## src/rtl/rx_frame_fifo.sv

```systemverilog
module rx_frame_fifo #(
  parameter int DEPTH    = 6,
  parameter int IDX_W    = 9,
  parameter int AW       = 8,
  parameter logic [7:0] WIN_BASE = 8'h80,
  parameter logic [7:0] HIT_ADDR = 8'h18
) (
  input  logic              clk,
  input  logic              rst_n,
  input  logic              fifo_en,
  input  logic              dma_en,
  input  logic              wr_valid,
  input  logic [127:0]      wr_frame,
  input  logic [IDX_W-1:0]  wr_hit,
  input  logic              rd_en,
  input  logic              rd_is_dma,
  input  logic [AW-1:0]     rd_addr,
  output logic [31:0]       rd_data,
  input  logic              flag_clr,
  input  logic              fifo_clr,
  output logic              frames_avail,
  output logic              dma_req,
  output logic              overflow
);
  localparam int PW = (DEPTH > 1) ? $clog2(DEPTH) : 1;
  localparam int CW = $clog2(DEPTH + 1);
  localparam logic [PW-1:0] LAST = PW'(DEPTH - 1);
  localparam logic [CW-1:0] FULL = CW'(DEPTH);

  logic [127:0]     frames [DEPTH];
  logic [IDX_W-1:0] hits   [DEPTH];
  logic [PW-1:0]    head, tail;
  logic [CW-1:0]    count;
  logic             gap;

  wire dma_mode = fifo_en & dma_en;
  wire full     = (count == FULL);
  wire held     = (count != '0);
  wire in_win   = (rd_addr[AW-1:4] == WIN_BASE[AW-1:4]) && (rd_addr[1:0] == 2'b00);
  wire last_wd  = (rd_addr == AW'(WIN_BASE + 8'hC));
  wire owner    = dma_mode ? rd_is_dma : ~rd_is_dma;

  wire pop_cpu  = ~dma_mode & flag_clr;
  wire pop_dma  = dma_mode & rd_en & rd_is_dma & last_wd;
  wire pop      = fifo_en & held & ~fifo_clr & (pop_cpu | pop_dma);
  wire push     = fifo_en & wr_valid & ~full & ~fifo_clr;
  wire lost     = fifo_en & wr_valid & full & ~fifo_clr;

  assign frames_avail = fifo_en & held;
  assign dma_req      = dma_mode & held & ~gap;

  always_comb begin
    rd_data = '0;
    if (rd_en && frames_avail) begin
      if (in_win && owner) begin
        case (rd_addr[3:2])
          2'd0: rd_data = frames[head][31:0];
          2'd1: rd_data = frames[head][63:32];
          2'd2: rd_data = frames[head][95:64];
          default: rd_data = frames[head][127:96];
        endcase
      end else if (rd_addr == AW'(HIT_ADDR)) begin
        rd_data = 32'(hits[head]);
      end
    end
  end

  always_ff @(posedge clk) begin
    if (push) begin
      frames[tail] <= wr_frame;
      hits[tail]   <= wr_hit;
    end
  end

  always_ff @(posedge clk or negedge rst_n) begin
    if (!rst_n) begin
      head     <= '0;
      tail     <= '0;
      count    <= '0;
      gap      <= 1'b0;
      overflow <= 1'b0;
    end else if (fifo_clr) begin
      head     <= '0;
      tail     <= '0;
      count    <= '0;
      gap      <= 1'b0;
      overflow <= 1'b0;
    end else begin
      if (push) tail <= (tail == LAST) ? '0 : tail + 1'b1;
      if (pop)  head <= (head == LAST) ? '0 : head + 1'b1;
      count <= count + CW'(push) - CW'(pop);
      gap   <= pop & dma_mode;
      if (lost) overflow <= 1'b1;
    end
  end
endmodule

```

## config.mk

```make
export PLATFORM = sky130hd
export DESIGN_NAME = rx_frame_fifo
export DESIGN_NICKNAME = d
export VERILOG_FILES = /design/src/rtl/rx_frame_fifo.sv
export SDC_FILE = /design/constraint.sdc
export NUM_CORES = 1
export LEC_CHECK = 0
export ABC_AREA = 1
export BUFFER_PORTS_ARGS = -buffer_cell sky130_fd_sc_hd__buf_2
export CORE_MARGIN = 2
export CORE_UTILIZATION = 55
export DETAILED_ROUTE_END_ITERATION = 10
export PLACE_DENSITY_LB_ADDON = 0.1
export SYNTH_ARGS = -nofsm -noshare
export SYNTH_HDL_FRONTEND = slang
export SYNTH_SLANG_ARGS = --single-unit
```

## constraint.sdc

```tcl
create_clock -name clk -period 12.17 [get_ports clk]
set_clock_uncertainty 0.05 [all_clocks]
set_input_delay 0 -clock clk [delete_from_list [all_inputs] [get_ports clk]]
set_output_delay 0 -clock clk [all_outputs]
set_load 0.01 [all_outputs]
```

After elaboration in Yosys (flattened, before gate mapping)

Memories as Yosys holds them, arrays and structs flattened.
Cells that the tools add are included.

Flip-flop bits (word level): 11
RAM bits: 822
Input port bits: 154
Output and inout port bits: 35
Word-level logic and storage cells: 67
Memories: 2

Memories:

| name   | words | width | read ports | clocked after Yosys merged registers in | write ports | line | source |
|---|---|---|---|---|---|---|---|
| frames | 6     | 128   | 1          | 0                                       | 1           | 30   | `logic [127:0] frames [DEPTH];` |
| hits   | 6     | 9     | 1          | 0                                       | 1           | 31   | `logic [IDX_W-1:0] hits [DEPTH];` |

Add/sub/neg operators: 4
Eq/ne operators: 8
Muxes and demuxes: 17
Bitwise gates (word level): 22
Reduce and logical (&&, ||, !) cells: 9

Operator list:

| kind                                                                  | count |
|---|---|
| 32-bit one-hot mux with 3 select lines                                | 1 |
| 32-bit two-way mux                                                    | 2 |
| 3-bit two-way mux                                                     | 7 |
| 1-bit bitwise AND                                                     | 16 |
| 3-bit equality test, second input constant                            | 3 |
| 9-bit two-way mux                                                     | 1 |
| 8-bit by 5-bit equality test with 1-bit output, second input constant | 1 |
| 8-bit equality test, second input constant                            | 1 |
| 3-bit by 1-bit adder with 3-bit output, second input constant         | 2 |
| 1-bit two-way mux                                                     | 6 |
| 2-bit nonzero test                                                    | 3 |
| 1-bit NOT                                                             | 5 |
| 4-bit equality test, second input constant                            | 1 |
| 2-bit logical NOT                                                     | 2 |
| 3-bit by 1-bit adder with 3-bit output                                | 1 |
| 1-bit logical AND                                                     | 3 |
| 3-bit nonzero test                                                    | 1 |
| 3-bit by 1-bit subtractor with 3-bit output                           | 1 |
| 2-bit by 1-bit equality test with 1-bit output, second input constant | 1 |
| 2-bit equality test, second input constant                            | 1 |
| 1-bit bitwise OR                                                      | 1 |

Longest topological paths before layout

Gate-level depths: netlist (run 1).

Depth in word-level cells: 8
Gate-level depth with buffers: 14
Gate-level depth less buffers: 13

Worst setup path after synthesis (run 1)

OpenSTA, ideal clock, no wires.

Path type: reg-to-reg
Start point: register count[1]
End point: memory frames[4][0], enable pin
Setup time: 0.802 ns
Arrival time: 10.235 ns
Data required time: 11.318 ns
Setup slack: 1.083 ns
Stages on the path, launching flop included: 8
Cells stage by stage: dfrtp_1 nand2_1 nor2_1 nor2_1 nand2_1 nor2_1 inv_1 nor3_1

Cells in the longest elaborated chain, start to end: 6

RTL lines:

| what                                    | line | source |
|---|---|---|
| from (decl)                             | 33   | `logic [CW-1:0] count;` |
| from (signal assigned)                  | 91   | `count <= count + CW'(push) - CW'(pop);` |
| 3-bit equality test                     | 37   | `wire full = (count == FULL);` |
| 1-bit NOT                               | 46   | `wire push = fifo_en & wr_valid & ~full & ~fifo_clr;` |
| 1-bit bitwise AND (2 in series)         | 46   |  |
| 1-bit two-way mux                       | 69   | `if (push) begin` |
| 1-bit two-way mux (not written as such) | 70   | `frames[tail] <= wr_frame;` |
| to (decl)                               | 30   |  |

Every way passes these cells.

Final worst setup path (run 1)

Start point: register head[1]
End point: output rd_data[5]

Cells in the longest elaborated chain, start to end: 4
Elaborated cells between the ends (all ways): 6
Classes of those cells: 4 x mux; 2 x memory

RTL lines:

| what                                                                               | line   | source |
|---|---|---|
| from (decl)                                                                        | 32     | `logic [PW-1:0] head, tail;` |
| from (signal assigned)                                                             | 90     | `if (pop) head <= (head == LAST) ? '0 : head + 1'b1;` |
| memory 6 x 128 bit / memory 6 x 9 bit (equally long branches)                      | -      |  |
| 32-bit one-hot mux with 3 select lines / 9-bit two-way mux (equally long branches) | 56, 62 |  |
| 32-bit two-way mux (*)                                                             | 55     | `if (in_win && owner) begin` |
| 32-bit two-way mux (*)                                                             | 54     | `if (rd_en && frames_avail) begin` |
| to (decl)                                                                          | 18     | `output logic [31:0] rd_data,` |

Every way passes the cells marked *; elsewhere a longest branch is shown, timed or not.

==> results of run 1 <==
path summary, 6_finish.rpt:
path / start / to / depth (start not counted)
min: fifo_clr / count[0]$_DFF_PN0_ / 3
max reg2reg: count[1]$_DFF_PN0_ / frames[0][93]$_DFFE_PP_ / 9
max in group asynchronous: rst_n / head[0]$_DFFE_PN0P_ / 3
min reg2reg: tail[0]$_DFFE_PN0P_ / tail[0]$_DFFE_PN0P_ / 2
min in group asynchronous: rst_n / count[1]$_DFF_PN0_ / 3
max: head[1]$_DFFE_PN0P_ / rd_data[5] / 10
per-stage QoR:
stage / power (mW) / util [%] / area (um^2) / setup WS (ns) / instances
global route: 6.02 / 64.7 / 39200 / 6.95 / 3980
finish: 5.86 / 64.8 / 39200 / 7.24 / 3982
global placement: 3.45 / 58.1 / 35100 / 7.84 / 3679
detailed placement: 3.45 / 58.1 / 35100 / 7.91 / 3679
CTS: 5.89 / 64.7 / 39100 / 7.21 / 3977
floorplan: 3.36 / - / 33700 / 1.08 / 2833
sequential cells by signal (all words and copies together) (netlist names):
register / flops
hits: 54
tail: 3
frames: 768
count: 3
overflow: 1
head: 3
gap: 1
cell type report:
type / instances / area (um^2) / share of cell area, %
clock inverters: 34 / 255 / 0.652
multi-input cells: 1744 / 7550 / 19.3
repair buffers: 367 / 2720 / 6.95
well taps: 782 / 978 / 2.50
flip-flops and latches: 833 / 25000 / 63.8
diodes: 5 / 12.5 / 0.0320
clock buffers: 115 / 2280 / 5.83
inverters: 102 / 395 / 1.01
synth_stat cells (all sizes together) (6+ instances only):
library cell  number
a21oi             84
buf              131
clkbuf            23
dfrtp             11
edfxtp           822
inv              101
nand2            914
nand3            163
nand4             17
nor2             305
o2111ai            8
o211ai            15
o21a               8
o21ai            178
o221ai            22
o22ai              6
or2               10
metal layers:
layer	GRT usage (%)	up-vias	share of wire, %	routed length (um)
met3	4.20	128	7.0	6160
li1	-	10400	-	-
met5	0	-	0.057	50
met2	46.9	840	50	43600
met4	8.76	8	2.4	2140
met1	37.6	11100	41	35500
power by group:
part | switching [mW] | leakage [nW] | internal (mW) | total, mW
Sequential | 0.00667 | 7.56 | 3.18 | 3.18
Combinational | 0.163 | 5.92 | 0.0907 | 0.254
Clock | 1.03 | 1.24 | 1.39 | 2.42
worst min-delay path: stages:
cell and delay [ns]:
dlygate4sd3_1 0.52, buf_2 0.16, nor2_1 0.06
logic make-up (layout without fill, tap and decap cells):
family,after synthesis,after routing,share of synthesized area (%)
buf+inv,256,618,3.81
flops,833,833,74.0
other cells,0,5,0
simple gates,1417,1417,16.7
xor+xnor,2,2,0.0519
compound gates,323,323,5.33
fa+ha+maj,2,2,0.0964
repair_timing:
action,4_1_cts,5_1_grt
resized for setup,0,0
hold buffers,149,0
hold endpoints to repair,844,0
==> results.ini, run 1 <==
[logic_synthesis]
ys_seq_area_share_pct = 74.0
synth_top_area_cell = edfxtp_1
ys_types = 37
dominantRegCellSynth = edfxtp_1
synth.area.top_cells = edfxtp_1 (73%), nand2_1 (10%), nor2_1 (3.3%), nand3_1 (2.4%), o21ai_0 (2.1%)
synth_warnings = 0
avgSynthCellArea_um2 = 11.9
synth_nets = 2989
synth_top_area_share_pct = 73.2
ys_seq_elements = 833
synth_edf_count = 822
async_flop_share_pct = 1.32
syn-cell-area_mm2 = 0.0337
syn_inst = 2833

[place]
port_buffers = 188
dp_hpwl_mm = 46.3
gp_congestion = 0.787

[clock_network]
post_cts_buffers = 0
clock_latency_ns = 0.62
numCtsBuffers = 84
cts_tree = done
cts_root_buffer = clkbuf_16
h-tree-depth = 3
clkTransAtPathRegs_ns = 0.06
cts_max_path_buffers = 3
cts_sinks = 833

[worst_setup_path]
worstSetupStartpointType = register
worst_path_largest_cell_delay_ns = 1.01
path_buf_inv = 3
slowest_stage = inv_2
worstSetupEndpointType = output port
worstSetupPathType = register to output port
r2r_slack_ns = 8.54
required_ns = 12.12
arrival_ns = 4.88
cp_max_fo = 40
crit_chain = nand2_2, inv_2, buf_4, nand2_1, nand3_1, nand2_1, o21ai_0, a21oi_1, a21oi_1, buf_2
critPathTopFamily = buffers and inverters

[cells_and_area]
syn_to_final_growth_pct = 16.1
final_cell_mix = nand2_1 (912), edfxtp_1 (822), nor2_1 (296)
fin_nets = 3288
fillCellCount = 4486
drive_above_1_share_pct = 11.1
final_common_cell = nand2_1

[floorplan]
start_util_pct = 55.8
die_height_um = 252
rows = 90
core-area_mm2 = 0.0605
ios = 189
die_x_um = 252
dieArea_mm2 = 0.0633

[sta]
fmax_mhz = 203
rsz0062_at_grt = no
setup_viol = 0
hold_viol = 0
min_period_over_period_pct = 40.5
worstMarginPinSlew_ns = 1.28
fin_hold_ws_ns = 0.102
post-route-min-period_ns = 4.93
drv_slew = 0
tns_ns = 0
slew_headroom_pct = 14.7

[run_status]
status = completed

[drt]
drtIter0Drc = 2070
via_count = 22500
antenna_left = 0
avgViaCountPerCell = 5.64
dr.pass1.iters = 5
drcViolationCount = 0
wirelength_mm = 87.5
wl_per_cell_um = 22.0

[worst_hold_path]
min_path_type = primary input to register

[global_routing]
antenna_found_initial = 12
grt_pass1_vias = 21900
grt_pass1_wl_mm = 132
track_usage_pct = 27.8
grt_max_degree = 179
overflow = 0

[power]
power_density_mw_per_mm2 = 150
p_leak_nw = 14.7
vdd_drop_max_mv = 0.147

[run]
cap_viol_max_count = 0

(Power assumes the default switching activity.)
==> run 2, diff against run 1 <==
Clock period 12.17 ns to 4.5 ns, I/O delays scaled along.
==> run 2 against run 1 <==
Critical path depth increased by 2. Routed wire length fell by 0.80%. Non-clock buffer count rose by 14. Die area unchanged. Largest cell class unchanged.
==> results.ini, run 2 (same netlist as run 1, synthesis figures left out) <==
[run_status]
status = completed

[worst_hold_path]
min_path_type = primary input to register

[worst_setup_path]
path_common_cell = nand2_1
worstSetupPathType = register to output port
arrival_ns = 3.73
path_buf_inv = 4
critPathTopFamily = simple AND/OR/NAND/NOR gates
worstSetupEndpointType = output port
worst_path_largest_cell_delay_ns = 0.73
cp_max_fo = 32
required_ns = 4.45
crit_chain = inv_2, nor2_4, buf_4, nand2_1, o211ai_1, nand2_1, nand2_1, nand2_1, nand3_1, nand2_1, inv_1, buf_2
worstSetupStartpointType = register
slowest_stage = dfrtp_4

[sta]
setup_ws_ns = 0.725
worstMarginPinSlew_ns = 1.09
min_period_over_period_pct = 83.9
rsz0062_at_grt = no
fmax_mhz = 265
setup_viol = 0
fin_hold_ws_ns = 0.0675
drv_slew = 0
post-route-min-period_ns = 3.78
tns_ns = 0
slew_headroom_pct = 27.4
hold_viol = 0

[clock_network]
h-tree-depth = 3
post_cts_buffers = 0
cts_root_buffer = clkbuf_16
cts_resized = 0
clkTransAtPathRegs_ns = 0.06
cts_max_path_buffers = 3
cts_sinks = 833
cts_tree = done
clock_latency_ns = 0.63
numCtsBuffers = 85

[cells_and_area]
largest_register_ffs = 768
fin_nets = 3303
top_register = frames
final_cell_mix = nand2_1 (912), edfxtp_1 (822), nor2_1 (295)
fin_area_mm2 = 0.0394
final_common_cell = nand2_1
syn_to_final_growth_pct = 16.7
final_util_pct = 65.1
drive_above_1_share_pct = 11.6
final_cells = 3995
fillCellCount = 4543
biggestRegsByFlops = frames: 768 flops, hits: 54 flops

[global_routing]
track_usage_pct = 27.6
antenna_found_initial = 11
grt_pass1_wl_mm = 132
grt_max_degree = 138
grt_pass1_vias = 21900
overflow = 0

[power]
power_mw = 15.7
vdd_drop_max_mv = 0.366
p_leak_nw = 14.8
power_density_mw_per_mm2 = 400

[place]
port_buffers = 188
dpl_cell_area_mm2 = 0.0354
dp_hpwl_mm = 47.3
gp_congestion = 0.827
dpl.cell_count = 3693
pre_cts_ws_ns = 1.36

[floorplan]
rows = 90
die_x_um = 252
ios = 189
core-area_mm2 = 0.0605
dieArea_mm2 = 0.0633
start_util_pct = 55.8
die_height_um = 252

[drt]
wirelength_mm = 86.8
drtIter0Drc = 2062
dr.pass1.iters = 5
wl_per_cell_um = 21.7
via_count = 22400
drcViolationCount = 0
antenna_left = 0
avgViaCountPerCell = 5.59

[run]
cap_viol_max_count = 0

[run 2: changes by cell type in the layout (fill, tap and decap cells not counted), sizes merged]
cell,previous run,this run
buf,218,232
bufinv,4,1
clkbuf,115,111
clkinvlp,1,3
inv,102,106
[run 2: where the power goes]
group / leakage (nW) / internal, mW / switching (mW)
registers: 7.56 / 8.59 / 0.0166
clock network: 1.20 / 3.61 / 2.83
logic: 6.03 / 0.254 / 0.450
total: 14.8 / 12.4 / 3.30
[run 2: layout make-up]
class                      count  area, um^2  area share (%)
antenna                        5        12.5          0.0318
clock buffer                 111        2280            5.78
clock inverter                37         210           0.534
inverter                     102         395            1.00
multi-input combinational   1744        7570            19.2
sequential                   833       25000            63.4
tap                          782         978            2.48
timing repair buffer         381        2980            7.55
[run 2: per-layer routing]
layer / part of all wire (%) / vias to the layer above / track usage, %
met5: 0.12 / - / 0
met4: 2.8 / 16 / 9.03
met3: 6.1 / 148 / 4.11
met2: 49 / 739 / 45.9
met1: 42 / 11000 / 37.8
li1: - / 10400 / -
[run 2: path summary, 6_finish.rpt]
check / start / end / slack (ns) / depth (start not counted)
worst max-delay path: head[1]$_DFFE_PN0P_ / rd_data[13] / 0.72 / 12
worst min-delay path: rd_en / head[0]$_DFFE_PN0P_ / 0.07 / 7
worst max register to register: count[1]$_DFF_PN0_ / frames[0][6]$_DFFE_PP_ / 1.55 / 8
worst min register to register: tail[0]$_DFFE_PN0P_ / tail[0]$_DFFE_PN0P_ / 0.53 / 2
max in group asynchronous: rst_n / head[1]$_DFFE_PN0P_ / 3.59 / 3
min in group asynchronous: rst_n / count[2]$_DFF_PN0_ / 0.38 / 3
[run 2: worst min-delay path: cells and delay by family]
| kind | cells | cell delay, ns |
|---|---|---|
| buf+inv | 2 | 0.15 |
| simple gates | 4 | 0.45 |
| compound gates | 1 | 0.10 |
[run 2: repair_timing]
item | CTS | global route
endpoints found under the hold margin | 844 | 0
hold buffers | 149 | 0
endpoints found under the setup margin | 0 | 0
